**src/rtl/sram_seq_pkg.sv**
```systemverilog
package sram_seq_pkg;

   typedef enum logic [2:0] {
      ST_IDLE   = 3'd0,
      ST_RD_ACC = 3'd1,
      ST_RD_FLT = 3'd2,
      ST_WR_FLT = 3'd3,
      ST_WR_DRV = 3'd4,
      ST_WR_REC = 3'd5
   } seq_state_t;

   // nanoseconds to whole clock periods, rounded up
   function automatic int unsigned ns2cyc(input int unsigned ns, input int unsigned per);
      if (ns == 0) return 0;
      return (ns + per - 1) / per;
   endfunction

   function automatic int unsigned umax(input int unsigned a, input int unsigned b);
      return (a > b) ? a : b;
   endfunction

endpackage

```
**src/rtl/sram_phase_timer.sv**
```systemverilog
module sram_phase_timer #(
   parameter int CNT_W = 3
) (
   input  logic             clk,
   input  logic             rst_n,
   input  logic             load,
   input  logic [CNT_W-1:0] load_val,
   output logic             zero
);

   logic [CNT_W-1:0] cnt_q;

   always_ff @(posedge clk or negedge rst_n) begin
      if (!rst_n)
         cnt_q <= '0;
      else if (load)
         cnt_q <= load_val;
      else if (cnt_q != '0)
         cnt_q <= cnt_q - 1'b1;
   end

   assign zero = (cnt_q == '0);

endmodule

```
**src/rtl/sram_host_regs.sv**
```systemverilog
module sram_host_regs #(
   parameter int ADDR_W = 13,
   parameter int DATA_W = 8
) (
   input  logic              clk,
   input  logic              rst_n,
   input  logic              take_req,
   input  logic [ADDR_W-1:0] haddr,
   input  logic [DATA_W-1:0] hwdata,
   input  logic              take_rd,
   input  logic [DATA_W-1:0] mem_din,
   output logic [ADDR_W-1:0] mem_addr,
   output logic [DATA_W-1:0] mem_dout,
   output logic [DATA_W-1:0] hrdata
);

   always_ff @(posedge clk or negedge rst_n) begin
      if (!rst_n) begin
         mem_addr <= '0;
         mem_dout <= '0;
      end else if (take_req) begin
         mem_addr <= haddr;
         mem_dout <= hwdata;
      end
   end

   always_ff @(posedge clk or negedge rst_n) begin
      if (!rst_n)
         hrdata <= '0;
      else if (take_rd)
         hrdata <= mem_din;
   end

endmodule

```
**src/rtl/sram_seq_ctrl.sv**
```systemverilog
module sram_seq_ctrl
   import sram_seq_pkg::*;
#(
   parameter int ADDR_W     = 13,
   parameter int DATA_W     = 8,
   parameter int CLK_NS     = 20,
   parameter bit FAST_GRADE = 1'b0
) (
   input  logic              clk,
   input  logic              rst_n,
   input  logic              hreq,
   input  logic              hwrite,
   input  logic [ADDR_W-1:0] haddr,
   input  logic [DATA_W-1:0] hwdata,
   output logic [DATA_W-1:0] hrdata,
   output logic              hack,
   output logic [ADDR_W-1:0] mem_addr,
   output logic [DATA_W-1:0] mem_dout,
   output logic              mem_dout_en,
   input  logic [DATA_W-1:0] mem_din,
   output logic              mem_cs_n,
   output logic              mem_cs,
   output logic              mem_oe_n,
   output logic              mem_we_n
);

   // per-grade minimums in ns
   localparam int unsigned T_AA  = FAST_GRADE ? 35 : 70;
   localparam int unsigned T_OE  = FAST_GRADE ? 25 : 35;
   localparam int unsigned T_RC  = FAST_GRADE ? 35 : 70;
   localparam int unsigned T_WP  = FAST_GRADE ? 25 : 50;
   localparam int unsigned T_DW  = FAST_GRADE ? 20 : 30;
   localparam int unsigned T_WHZ = FAST_GRADE ? 15 : 25;
   localparam int unsigned T_WC  = FAST_GRADE ? 35 : 70;
   localparam int unsigned T_HZ  = FAST_GRADE ? 25 : 35;

   localparam int unsigned RD_CYC  = umax(1, umax(umax(ns2cyc(T_AA, CLK_NS), ns2cyc(T_OE, CLK_NS)),
                                                  ns2cyc(T_RC, CLK_NS)));
   localparam int unsigned HZ_CYC  = umax(1, ns2cyc(T_HZ, CLK_NS));
   localparam int unsigned WZ_CYC  = umax(1, ns2cyc(T_WHZ, CLK_NS));
   localparam int unsigned WP_CYC  = ns2cyc(T_WP, CLK_NS);
   localparam int unsigned DV_CYC  = umax(umax(1, ns2cyc(T_DW, CLK_NS)),
                                          (WP_CYC > WZ_CYC) ? WP_CYC - WZ_CYC : 1);
   localparam int unsigned WC_CYC  = ns2cyc(T_WC, CLK_NS);
   localparam int unsigned REC_CYC = (WC_CYC > WZ_CYC + DV_CYC) ? WC_CYC - WZ_CYC - DV_CYC : 0;
   localparam int unsigned MAX_CYC = umax(umax(RD_CYC, HZ_CYC), umax(umax(WZ_CYC, DV_CYC), REC_CYC));
   localparam int          CNT_W   = $clog2(MAX_CYC + 1);

   generate
      if (ADDR_W < 1 || DATA_W < 1 || CLK_NS < 1) begin : g_bad_param
         $error("sram_seq_ctrl: widths and clock period must be positive");
      end
   endgenerate

   seq_state_t st_q;
   logic       cs_n_q, cs_q, oe_n_q, we_n_q, den_q, ack_q;
   logic       t_load, t_zero;
   logic [CNT_W-1:0] t_val;
   logic       take_req, take_rd;
   seq_state_t wr_exit_st;

   // variant: recovery phase only when the write cycle time is not met already
   generate
      if (REC_CYC > 0) begin : g_rec
         assign wr_exit_st = ST_WR_REC;
      end else begin : g_norec
         assign wr_exit_st = ST_IDLE;
      end
   endgenerate

   assign take_req = (st_q == ST_IDLE) && hreq;
   assign take_rd  = (st_q == ST_RD_ACC) && t_zero;

   // phase timer loading: each phase lasts exactly its count of cycles
   always_comb begin
      t_load = 1'b0;
      t_val  = '0;
      unique case (st_q)
         ST_IDLE: if (hreq) begin
            t_load = 1'b1;
            t_val  = hwrite ? CNT_W'(WZ_CYC - 1) : CNT_W'(RD_CYC - 1);
         end
         ST_RD_ACC: if (t_zero) begin
            t_load = 1'b1;
            t_val  = CNT_W'(HZ_CYC - 1);
         end
         ST_WR_FLT: if (t_zero) begin
            t_load = 1'b1;
            t_val  = CNT_W'(DV_CYC - 1);
         end
         ST_WR_DRV: if (t_zero && REC_CYC > 0) begin
            t_load = 1'b1;
            t_val  = CNT_W'((REC_CYC > 0) ? REC_CYC - 1 : 0);
         end
         default: ;
      endcase
   end

   always_ff @(posedge clk or negedge rst_n) begin
      if (!rst_n) begin
         st_q   <= ST_IDLE;
         cs_n_q <= 1'b1;
         cs_q   <= 1'b0;
         oe_n_q <= 1'b1;
         we_n_q <= 1'b1;
         den_q  <= 1'b0;
         ack_q  <= 1'b0;
      end else begin
         ack_q <= 1'b0;
         unique case (st_q)
            ST_IDLE: if (hreq) begin
               cs_n_q <= 1'b0;
               cs_q   <= 1'b1;
               if (hwrite) begin
                  we_n_q <= 1'b0;
                  st_q   <= ST_WR_FLT;
               end else begin
                  oe_n_q <= 1'b0;
                  st_q   <= ST_RD_ACC;
               end
            end
            ST_RD_ACC: if (t_zero) begin
               cs_n_q <= 1'b1;
               cs_q   <= 1'b0;
               oe_n_q <= 1'b1;
               ack_q  <= 1'b1;
               st_q   <= ST_RD_FLT;
            end
            ST_RD_FLT: if (t_zero) st_q <= ST_IDLE;
            ST_WR_FLT: if (t_zero) begin
               den_q <= 1'b1;
               st_q  <= ST_WR_DRV;
            end
            ST_WR_DRV: if (t_zero) begin
               we_n_q <= 1'b1;
               den_q  <= 1'b0;
               cs_n_q <= 1'b1;
               cs_q   <= 1'b0;
               ack_q  <= 1'b1;
               st_q   <= wr_exit_st;
            end
            ST_WR_REC: if (t_zero) st_q <= ST_IDLE;
            default: st_q <= ST_IDLE;
         endcase
      end
   end

   sram_phase_timer #(.CNT_W(CNT_W)) u_timer (
      .clk      (clk),
      .rst_n    (rst_n),
      .load     (t_load),
      .load_val (t_val),
      .zero     (t_zero)
   );

   sram_host_regs #(.ADDR_W(ADDR_W), .DATA_W(DATA_W)) u_regs (
      .clk      (clk),
      .rst_n    (rst_n),
      .take_req (take_req),
      .haddr    (haddr),
      .hwdata   (hwdata),
      .take_rd  (take_rd),
      .mem_din  (mem_din),
      .mem_addr (mem_addr),
      .mem_dout (mem_dout),
      .hrdata   (hrdata)
   );

   assign mem_cs_n    = cs_n_q;
   assign mem_cs      = cs_q;
   assign mem_oe_n    = oe_n_q;
   assign mem_we_n    = we_n_q;
   assign mem_dout_en = den_q;
   assign hack        = ack_q;

   logic sel;
   assign sel = !mem_cs_n && mem_cs;

   a_r2_enables_agree: assert property (@(posedge clk) disable iff (!rst_n)
      mem_cs_n == !mem_cs);

   a_r3_oe_needs_select: assert property (@(posedge clk) disable iff (!rst_n)
      !mem_oe_n |-> sel);

   a_r3_oe_we_exclusive: assert property (@(posedge clk) disable iff (!rst_n)
      !(!mem_oe_n && !mem_we_n));

   a_r5_drive_in_we: assert property (@(posedge clk) disable iff (!rst_n)
      mem_dout_en |-> (!mem_we_n && sel));

   a_r5_release_with_we: assert property (@(posedge clk) disable iff (!rst_n)
      $rose(mem_we_n) |-> ($past(mem_dout_en) && !mem_dout_en));

   a_r6_addr_hold: assert property (@(posedge clk) disable iff (!rst_n)
      (sel && $past(sel)) |-> $stable(mem_addr));

   a_r6_data_hold: assert property (@(posedge clk) disable iff (!rst_n)
      (mem_dout_en && $past(mem_dout_en)) |-> $stable(mem_dout));

   a_r9_ack_single: assert property (@(posedge clk) disable iff (!rst_n)
      hack |=> !hack);

   a_r9_ack_ends_cycle: assert property (@(posedge clk) disable iff (!rst_n)
      $rose(hack) |-> !sel);

endmodule

```
**config.mk**
```make
export PLATFORM = sky130hd
export DESIGN_NAME = sram_seq_ctrl
export DESIGN_NICKNAME = d
export VERILOG_FILES = /design/src/rtl/sram_seq_pkg.sv /design/src/rtl/sram_phase_timer.sv /design/src/rtl/sram_host_regs.sv /design/src/rtl/sram_seq_ctrl.sv
export SDC_FILE = /design/constraint.sdc
export NUM_CORES = 1
export LEC_CHECK = 0
export ABC_AREA = 1
export ABC_CLOCK_PERIOD_IN_PS = 1850
export BUFFER_PORTS_ARGS = -buffer_cell sky130_fd_sc_hd__buf_2
export CORE_UTILIZATION = 50
export CTS_BUF_LIST = sky130_fd_sc_hd__clkbuf_2 sky130_fd_sc_hd__clkbuf_4 sky130_fd_sc_hd__clkbuf_8
export DETAILED_ROUTE_END_ITERATION = 16
export GPL_TIMING_DRIVEN = 0
export HOLD_SLACK_MARGIN = 0.08
export PLACE_DENSITY = 0.81
export SLEW_MARGIN = 15
export SYNTH_ARGS = -nofsm -noshare
export SYNTH_HDL_FRONTEND = slang
export SYNTH_SLANG_ARGS = --single-unit
```
**constraint.sdc**
```tcl
create_clock -name clk -period 1.85 [get_ports clk]
set_clock_uncertainty 0.15 [all_clocks]
set_input_delay 0.37 -clock clk [delete_from_list [all_inputs] [get_ports clk]]
set_output_delay 0.37 -clock clk [all_outputs]
set_load 0.01 [all_outputs]
```
# Word-level counts from Yosys, hierarchy flattened
# Cells that the tools add are included.
# word_totals
output_inout_bits	35
inputBits	33
register_bits	41
word_cells	72
# classes
muxes	29
reduce_logical	18
n_eq_ne	13
addsub	1
# op_table
cell	count
two-way mux 3 bit	6
two-way mux 1 bit	12
inequality test 2 bit, second input constant	6
one-hot mux 1 bit (2 select lines)	6
one-hot mux 3 bit (4 select lines)	1
AND reduction 4 bit	3
nonzero test 2 bit	5
== test 3 x 2 -> 1 bit, second input constant	2
== test 3 bit, second input constant	2
zero test 3 bit	2
two-way mux 2 bit	3
AND reduction 3 bit	2
inequality test 2 x 1 -> 1 bit, second input constant	2
one-hot mux 2 bit (2 select lines)	1
OR reduction 2 bit	2
== test 3 x 1 -> 1 bit, second input constant	1
nonzero test 3 bit	1
OR reduction 3 bit	1
subtractor 3 x 1 -> 3 bit, second input constant	1
logical AND 1 bit	2

# Logic depth before layout (Yosys ltp)
# Gate-level depths: netlist of the first run.
# depth
depth_word	4
ltp_mapped	10
depth_no_buf	9

# Hierarchy
# Synthesis of the first run repeated with hierarchy kept, for this count alone.
# hier_totals
cells_unflattened	213
hier_area_um2	1774.2
# by_module_without_submodules
module	cells_each	instances	area_each_um2	seq_area_each_um2
sram_host_regs	123	1	1108.6	725.7
sram_seq_ctrl	58	1	457.9	229.0
sram_phase_timer	32	1	207.7	75.1

# Least setup slack after synthesis of the first run
# No wires, ideal clock.
# synth_timing
path_type	register to register
startpoint	register u_timer.cnt_q[0]
endpoint	register st_q[0]
t_arrival_ns	1.256
setup_time_ns	0.120
path_slack_ns	0.324
required_time_ns	1.580
n_path_buf	1
stages_incl_launch_ff	10
period_less_slack_ns	1.526
cell_sequence	dfrtp_1 > inv_1 > ha_1 > ha_1 > buf_2 > inv_1 > nand3_1 > nand3_1 > nand2_1 > nand2_1
# synth_via
elab_chain_len	3
elab_cells_between_ends	5
cone_classes	eq/ne: 3; reduce/logical: 2
# synth_rtl
element	line	source
start: declaration	sram_phase_timer.sv:11	logic [CNT_W-1:0] cnt_q;
start signal: assignment	sram_phase_timer.sv:17	cnt_q <= load_val;
start signal: assignment	sram_phase_timer.sv:19	cnt_q <= cnt_q - 1'b1;
zero test 3 bit (*)	sram_phase_timer.sv:22	assign zero = (cnt_q == '0);
inequality test 2 bit (no source line) / inequality test 2 x 1 -> 1 bit (equally long branches)	-	
AND reduction 4 bit (no source line) (*)	-	
end signal: assignment	sram_seq_ctrl.sv:140	st_q <= wr_exit_st;
end: declaration	sram_seq_ctrl.sv:55	seq_state_t st_q;
# Every way passes the cells marked *; elsewhere a longest branch is shown, timed or not.
# A chain may end at the register's enable or synchronous reset.

# Final worst setup path of the first run
# layout_timing
startpoint	register u_timer.cnt_q[0]
endpoint	register cs_n_q (netlist: mem_cs_n)
# layout_via
elab_chain_len	3
# layout_rtl
element	line	source
zero test 3 bit	sram_phase_timer.sv:22	
inequality test 2 x 1 -> 1 bit (no source line)	-	
AND reduction 3 bit (no source line)	-	
end signal: assignment	sram_seq_ctrl.sv:102	cs_n_q <= 1'b1;
end signal: assignment	sram_seq_ctrl.sv:112	cs_n_q <= 1'b0;
end signal: assignment	sram_seq_ctrl.sv:123	cs_n_q <= 1'b1;
end: declaration	sram_seq_ctrl.sv:56	logic cs_n_q, cs_q, oe_n_q, we_n_q, den_q, ack_q;
# Every way passes these cells.

==> flow_metrics.py, run 1 <==
metrics = {
    "outcome": {
        "status": "finished clean",
    },
    "drt": {
        "ant_nets": 0,
        "vias": 1583,
        "vias_per_cell": 4.59,
        "wl_microns": 4010,
        "routedWlPerCell_microns": 11.6,
        "drt_iter0_markers": 109,
        "drcViolationCount": 0,
        "dr.pass1.iters": 4,
    },
    "clock_tree": {
        "cts_buffers": 5,
        "clockRootBuffer": "clkbuf_4",
        "h-tree-depth": 2,
        "clockBufferDepth": 2,
        "cts_tree": "done",
        "cts_sinks": 41,
        "clock_latency_ns": 0.35,
        "path_clk_slew_ns": 0.11,
    },
    "power_and_ir_drop": {
        "p_leak_uw": 0.00143,
        "power_density_nw_per_um2": 1550,
        "ir_drop_mv": 0.899,
        "cellInternalPower_uw": 2280,
        "p_seq_share_pct": 40.4,
        "swShare_pct": 41.0,
        "pwr-share-comb_pct": 46.9,
        "power_frac_clock_pct": 12.7,
        "power_uw": 3860,
        "p_switching_uw": 1580,
    },
    "sta": {
        "slew_headroom_pct": 42.5,
        "timing.final.crit_period_ns": 1.71,
        "tightest_slew_ns": 0.863,
        "rsz0062_at_grt": "no",
        "setup_tns_ns": 0,
        "slew_violations": 0,
        "period_share_pct": 92.4,
        "fmax_ghz": 0.585,
        "setup_viol": 0,
        "finalHoldViolations": 0,
    },
    "setup_path": {
        "crit_path_cell_trace": "inv_1 -> ha_1 -> ha_1 -> buf_4 -> nand3_4 -> buf_6 -> a31oi_4",
        "cp.required_ns": 1.98,
        "arrival_ns": 1.84,
        "critPathMaxStageDelay_ns": 0.40,
        "endpoint_kind": "register",
        "path_delay_family": "buffers and inverters",
        "path_buf_inv": 3,
        "crit_slowest_cell": "dfrtp_1",
        "crit_path_max_fanout": 10,
        "critPathMostFrequentCell": "ha_1",
        "criticalPathCategory": "register to register",
        "cp-start-kind": "register",
    },
    "logic_synthesis": {
        "syn-mean-instance-area_sq_um": 8.92,
        "synth_common_cells": "nand2_1 (95), dfrtp_1 (38), inv_1 (22)",
        "syn_nets": 237,
        "ys.flop_type": "dfrtp_1",
        "synth_most_common_cell": "nand2_1",
        "ys_ff_latch": 41,
        "synth_edf_count": 0,
        "yosys_warnings": 0,
        "synthArstFlopShare_pct": 100,
        "yosys.area.top_type": "dfrtp_1",
        "ys_seq_area_share_pct": 57.2,
        "synth_area_sq_um": 1800,
        "yosys-top-cells-area": "dfrtp_1 (53%), nand2_1 (20%), inv_1 (4.6%), dfstp_2 (4.4%), o21ai_2 (3.9%)",
        "yosysTopAreaCellShare_pct": 52.8,
        "syn_inst": 202,
        "synth_cell_types": 18,
    },
    "cells_and_area": {
        "fillCellCount": 255,
        "drive_above_1_share_pct": 34.1,
        "multi_input_area_sq_um": 636,
        "layout.nets": 333,
        "fin_util_pct": 73.4,
        "area_delta_synth_final_pct": 38.1,
        "seqCellArea_sq_um": 1030,
        "antennaDiodeCount": 0,
    },
    "global_routing": {
        "grt_usage_pct": 22.9,
        "gr-total-overflow": 0,
        "grt_max_degree": 42,
        "grt_antenna_before_repair": 0,
        "first_global_vias": 1413,
        "grt_first_pass_wirelength_microns": 6090,
    },
    "floorplanning": {
        "start_util_pct": 53.2,
        "die_w_microns": 62.0,
        "fp.dieArea_sq_um": 3850,
        "pin_count": 68,
        "core_region_area_sq_um": 3390,
        "rows": 21,
        "die_h_microns": 62.0,
    },
    "place": {
        "hpwl_microns": 2650,
        "gp_congestion": 0.846,
        "port_buffers": 67,
    },
    "flow_run": {
        "maxCapViolCount": 0,
    },
    "hold_path": {
        "min_path_type": "input port to register",
    },
}
## path summary, 6_finish.rpt
path / end / from / cells past startpoint / slack, ns
worst max register to register: mem_cs_n / u_timer.cnt_q[0] / 7 / 0.14
min in group asynchronous: u_timer.cnt_q[0] / rst_n / 2 / 0.51
worst max-delay path: mem_cs_n / u_timer.cnt_q[0] / 7 / 0.14
worst min-delay path: u_regs.hrdata[6] / mem_din[6] / 3 / 0.09
worst min register to register: mem_we_n / mem_we_n / 2 / 0.33
max in group asynchronous: u_regs.mem_addr[10] / rst_n / 2 / 0.49
## area by class of cell
type / instances / area share [%]
inverters: 25 / 3.77
flip-flops and latches: 41 / 41.4
multi-input cells: 130 / 25.5
clock buffers: 8 / 2.66
plain buffers: 6 / 2.01
repair buffers: 89 / 22.3
well taps: 46 / 2.31
## flip-flops by register name, indices dropped and copies added (netlist names), 3 cells and up
| name | count |
|---|---|
| u_regs.mem_addr | 13 |
| u_regs.hrdata | 8 |
| u_regs.mem_dout | 8 |
| st_q | 3 |
| u_timer.cnt_q | 3 |
## power by group through the flow
stage	registers [uW]	clock network [uW]	logic, uW
3_5_place_dp	1570	0	1770
2_1_floorplan	1730	0	980
6_report	1560	490	1810
3_3_place_gp	1560	0	1700
5_1_grt	1610	535	2040
4_1_cts	1560	502	1800
## per-layer routing
metal  routed length, microns  share of wire [%]  track usage (%)  vias to the layer above
li1                         -                  -                -                      807
met1                     1790                 45             28.2                      727
met2                     1990                 50             38.1                       41
met4                       84                2.1             9.52                        0
met5                        0                  0                0                        -
met3                      149                3.7             6.21                        8
## timing repair
item	4_1_cts	5_1_grt
hold buffers	22	0
setup buffers	0	0
setup endpoints to repair	0	6
gates resized for setup	0	4
hold endpoints to repair	59	0
## worst register-to-register path, delay by kind of cell (launching register included)
kind	cells	cell delay, ns
buffers and inverters	3	0.48
DFF	1	0.40
adders and majority gates	2	0.33
and+or+nand+nor	1	0.16
AOI/OAI and AO/OA	1	0.12
## through the flow
stage	instances	worst slack (ns)	area, sq um	hold slack, ns
6_report	345	0.141	2490	0.0941
5_1_grt	345	0.0130	2490	0.0878
3_5_place_dp	315	0.0806	2190	0.309
3_3_place_gp	315	0.155	2190	0.302
2_1_floorplan	202	0.324	1800	-0.0756
4_1_cts	345	0.0475	2480	0.0841
## cells in the final DEF (no fill, tap or decap), drive strengths merged
cell | netlist | final
buf | 6 | 73
dfstp | 3 | 3
nand4 | 3 | 3
nor2 | 5 | 5
nor3 | 1 | 1
dfrtp | 38 | 38
dlygate4sd3 | 0 | 22
nand3 | 13 | 13
ha | 2 | 2
clkbuf | 0 | 8
a31oi | 1 | 1
o21ai | 10 | 10
nand2 | 95 | 95
inv | 25 | 25
## cells by family after synthesis
group,count (synthesis),synth area share (%)
AO/OA/AOI/OAI,11,5.63
adder cells (fa/ha/maj),2,1.39
buffers and inverters,31,7.85
flip-flops,41,57.2
AND/OR/NAND/NOR,117,28.0
No activity file was read; power rests on OpenSTA's default activity.
==> run 2: changes to the inputs <==
--- a/config.mk
+++ b/config.mk
@@ -5,15 +5,17 @@
 export SDC_FILE = /design/constraint.sdc
 export NUM_CORES = 1
 export LEC_CHECK = 0
-export ABC_AREA = 1
+export ABC_AREA = 0
 export ABC_CLOCK_PERIOD_IN_PS = 1850
 export BUFFER_PORTS_ARGS = -buffer_cell sky130_fd_sc_hd__buf_2
-export CORE_UTILIZATION = 50
+export CELL_PAD_IN_SITES_DETAIL_PLACEMENT = 0
+export CELL_PAD_IN_SITES_GLOBAL_PLACEMENT = 1
+export CORE_UTILIZATION = 39
 export CTS_BUF_LIST = sky130_fd_sc_hd__clkbuf_2 sky130_fd_sc_hd__clkbuf_4 sky130_fd_sc_hd__clkbuf_8
 export DETAILED_ROUTE_END_ITERATION = 16
 export GPL_TIMING_DRIVEN = 0
 export HOLD_SLACK_MARGIN = 0.08
-export PLACE_DENSITY = 0.81
+export PLACE_DENSITY_LB_ADDON = 0.1
 export SLEW_MARGIN = 15
 export SYNTH_ARGS = -nofsm -noshare
 export SYNTH_HDL_FRONTEND = slang
==> flow_metrics.py, run 2 <==
metrics = {
    "power_and_ir_drop": {
        "p_seq_share_pct": 42.0,
        "ir_drop_mv": 0.706,
        "swShare_pct": 34.0,
        "p_switching_uw": 1290,
        "power_frac_clock_pct": 16.1,
        "pwr-share-comb_pct": 41.9,
        "power_uw": 3790,
        "power_density_nw_per_um2": 1700,
        "cellInternalPower_uw": 2500,
        "p_leak_uw": 0.00108,
    },
    "sta": {
        "timing.final.crit_period_ns": 1.73,
        "period_share_pct": 93.6,
        "rsz0062_at_grt": "no",
        "fmax_ghz": 0.578,
        "finalHoldViolations": 0,
        "setup_tns_ns": 0,
        "slew_violations": 0,
        "tightest_slew_ns": 0.887,
        "slew_headroom_pct": 40.8,
        "holdWs_ns": 0.140,
        "setup_viol": 0,
    },
    "drt": {
        "vias": 1178,
        "routedWlPerCell_microns": 13.1,
        "wl_microns": 3210,
        "drcViolationCount": 0,
        "ant_nets": 0,
        "vias_per_cell": 4.79,
        "drt_iter0_markers": 36,
        "dr.pass1.iters": 5,
    },
    "logic_synthesis": {
        "syn-mean-instance-area_sq_um": 14.2,
        "synth_edf_count": 0,
        "synth_cell_types": 28,
        "ys_seq_area_share_pct": 60.8,
        "synthArstFlopShare_pct": 100,
        "synth_most_common_cell": "dfrtp_1",
        "yosys_warnings": 0,
        "yosysTopAreaCellShare_pct": 56.1,
        "syn_nets": 154,
        "syn_inst": 119,
        "yosys-top-cells-area": "dfrtp_1 (56%), mux2_2 (16%), dfstp_2 (4.7%), mux2_1 (3.3%), nand2b_1 (2.2%)",
        "ys_ff_latch": 41,
        "synth_area_sq_um": 1690,
        "synth_common_cells": "dfrtp_1 (38), mux2_2 (24), nand2b_1 (6)",
        "ys.flop_type": "dfrtp_1",
        "yosys.area.top_type": "dfrtp_1",
    },
    "global_routing": {
        "first_global_vias": 1196,
        "grt_first_pass_wirelength_microns": 5330,
        "grt_usage_pct": 16.0,
        "grt_max_degree": 42,
        "grt_antenna_before_repair": 0,
        "gr-total-overflow": 0,
    },
    "outcome": {
        "status": "finished clean",
    },
    "cells_and_area": {
        "area_delta_synth_final_pct": 31.8,
        "multi_input_area_sq_um": 634,
        "layout.nets": 230,
        "final_cell_mix": "buf_2 (68), dfrtp_1 (37), mux2_2 (24), clkbuf_8 (6)",
        "largest_reg_flops": 13,
        "top_regs": "u_regs.mem_addr: 13 flops, u_regs.hrdata: 8 flops, u_regs.mem_dout: 8 flops",
        "final_common_cell": "buf_2",
        "drive_above_1_share_pct": 58.7,
        "seqCellArea_sq_um": 1030,
        "top_register": "u_regs.mem_addr",
        "fillCellCount": 368,
        "antennaDiodeCount": 0,
    },
    "setup_path": {
        "endpoint_kind": "register",
        "cp-startpoint": "u_timer.cnt_q[0]",
        "cp.required_ns": 1.88,
        "regToRegStartpoint": "u_timer.cnt_q[0]",
        "cp-start-kind": "register",
        "criticalPathCategory": "register to register",
        "arrival_ns": 1.76,
        "crit_path_max_fanout": 5,
    },
    "place": {
        "gp_congestion": 0.753,
        "port_buffers": 67,
        "hpwl_microns": 2360,
    },
    "clock_tree": {
        "clock_latency_ns": 0.29,
        "clockBufferDepth": 2,
        "path_clk_slew_ns": 0.07,
        "cts_sinks": 41,
        "h-tree-depth": 2,
        "cts_buffers": 5,
        "cts_tree": "done",
        "clockRootBuffer": "clkbuf_8",
    },
    "floorplanning": {
        "die_h_microns": 67.9,
        "pin_count": 68,
        "start_util_pct": 41.5,
        "core_region_area_sq_um": 4090,
        "fp.dieArea_sq_um": 4610,
        "die_w_microns": 67.9,
        "rows": 23,
    },
    "hold_path": {
        "min_path_type": "input port to register",
        "hold_start": "haddr[8]",
    },
    "flow_run": {
        "maxCapViolCount": 0,
    },
}
[run 2: metrics by stage]
stage | cell area (sq um) | cells | util, % | setup slack, ns
after floorplan | 1690 | 119 | - | 0.143
after global placement | 2090 | 236 | 51.2 | -0.0202
after detailed placement | 2090 | 236 | 51.2 | -0.0793
after CTS | 2210 | 246 | 54.0 | 0.0222
after global routing | 2230 | 246 | 54.6 | 0.0292
final | 2230 | 246 | 54.6 | 0.119
[run 2: path summary, 6_finish.rpt]
| kind | depth (start not counted) | to | slack (ns) |
|---|---|---|---|
| min | 2 | u_regs.mem_addr[8] | 0.14 |
| max in group asynchronous | 2 | st_q[2] | 0.36 |
| max reg2reg | 6 | u_regs.hrdata[0] | 0.12 |
| min reg2reg | 1 | u_regs.mem_addr[8] | 0.33 |
| min in group asynchronous | 2 | u_regs.mem_addr[7] | 0.59 |
| max | 6 | u_regs.hrdata[0] | 0.12 |
[run 2: what timing repair did]
item	CTS	global route
resized for setup	1	5
hold buffers	1	0
endpoints found under the setup margin	8	12
buffers inserted	0	0
pin swaps	1	1
endpoints found under the hold margin	26	0
gates cloned	1	0
[run 2: logic make-up after synthesis]
| group | Yosys count | synth area share [%] |
|---|---|---|
| muxes | 29 | 19.3 |
| and+or+nand+nor | 21 | 8.05 |
| AOI/OAI and AO/OA | 17 | 6.79 |
| buffers and inverters | 9 | 3.62 |
| DFF | 41 | 60.8 |
| adders and majority gates | 2 | 1.48 |
[run 2: layer usage]
| metal | track usage [%] | vias to the layer above | share of wire, % |
|---|---|---|---|
| met3 | 6.83 | 6 | 6.0 |
| li1 | - | 564 | - |
| met4 | 5.47 | 0 | 1.4 |
| met2 | 25.5 | 33 | 49 |
| met5 | 0 | - | 0 |
| met1 | 19.5 | 575 | 43 |
[run 2: layout make-up]
cell class	count	area share, %
Clock inverter	1	0.336
Multi-Input combinational cell	70	28.4
Clock buffer	7	4.04
Buffer	5	2.07
Sequential cell	41	46.2
Inverter	4	0.673
Timing Repair Buffer	68	15.5
Tap cell	50	2.80
[run 2: power groups by stage]
| stage | Combinational, uW | Clock (uW) | Sequential [uW] |
|---|---|---|---|
| floorplan | 795 | 0 | 1780 |
| global placement | 1500 | 0 | 1590 |
| detailed placement | 1550 | 0 | 1610 |
| CTS | 1570 | 636 | 1600 |
| global route | 1760 | 685 | 1660 |
| finish | 1590 | 610 | 1590 |
[run 2: worst max-delay path, stage by stage, from the launching register on]
cell and delay (ns):
dfrtp_1 0.38, inv_1 0.08, ha_1 0.19, ha_4 0.17, nand2b_4 0.09, nor2_4 0.20
mux2_2 0.36
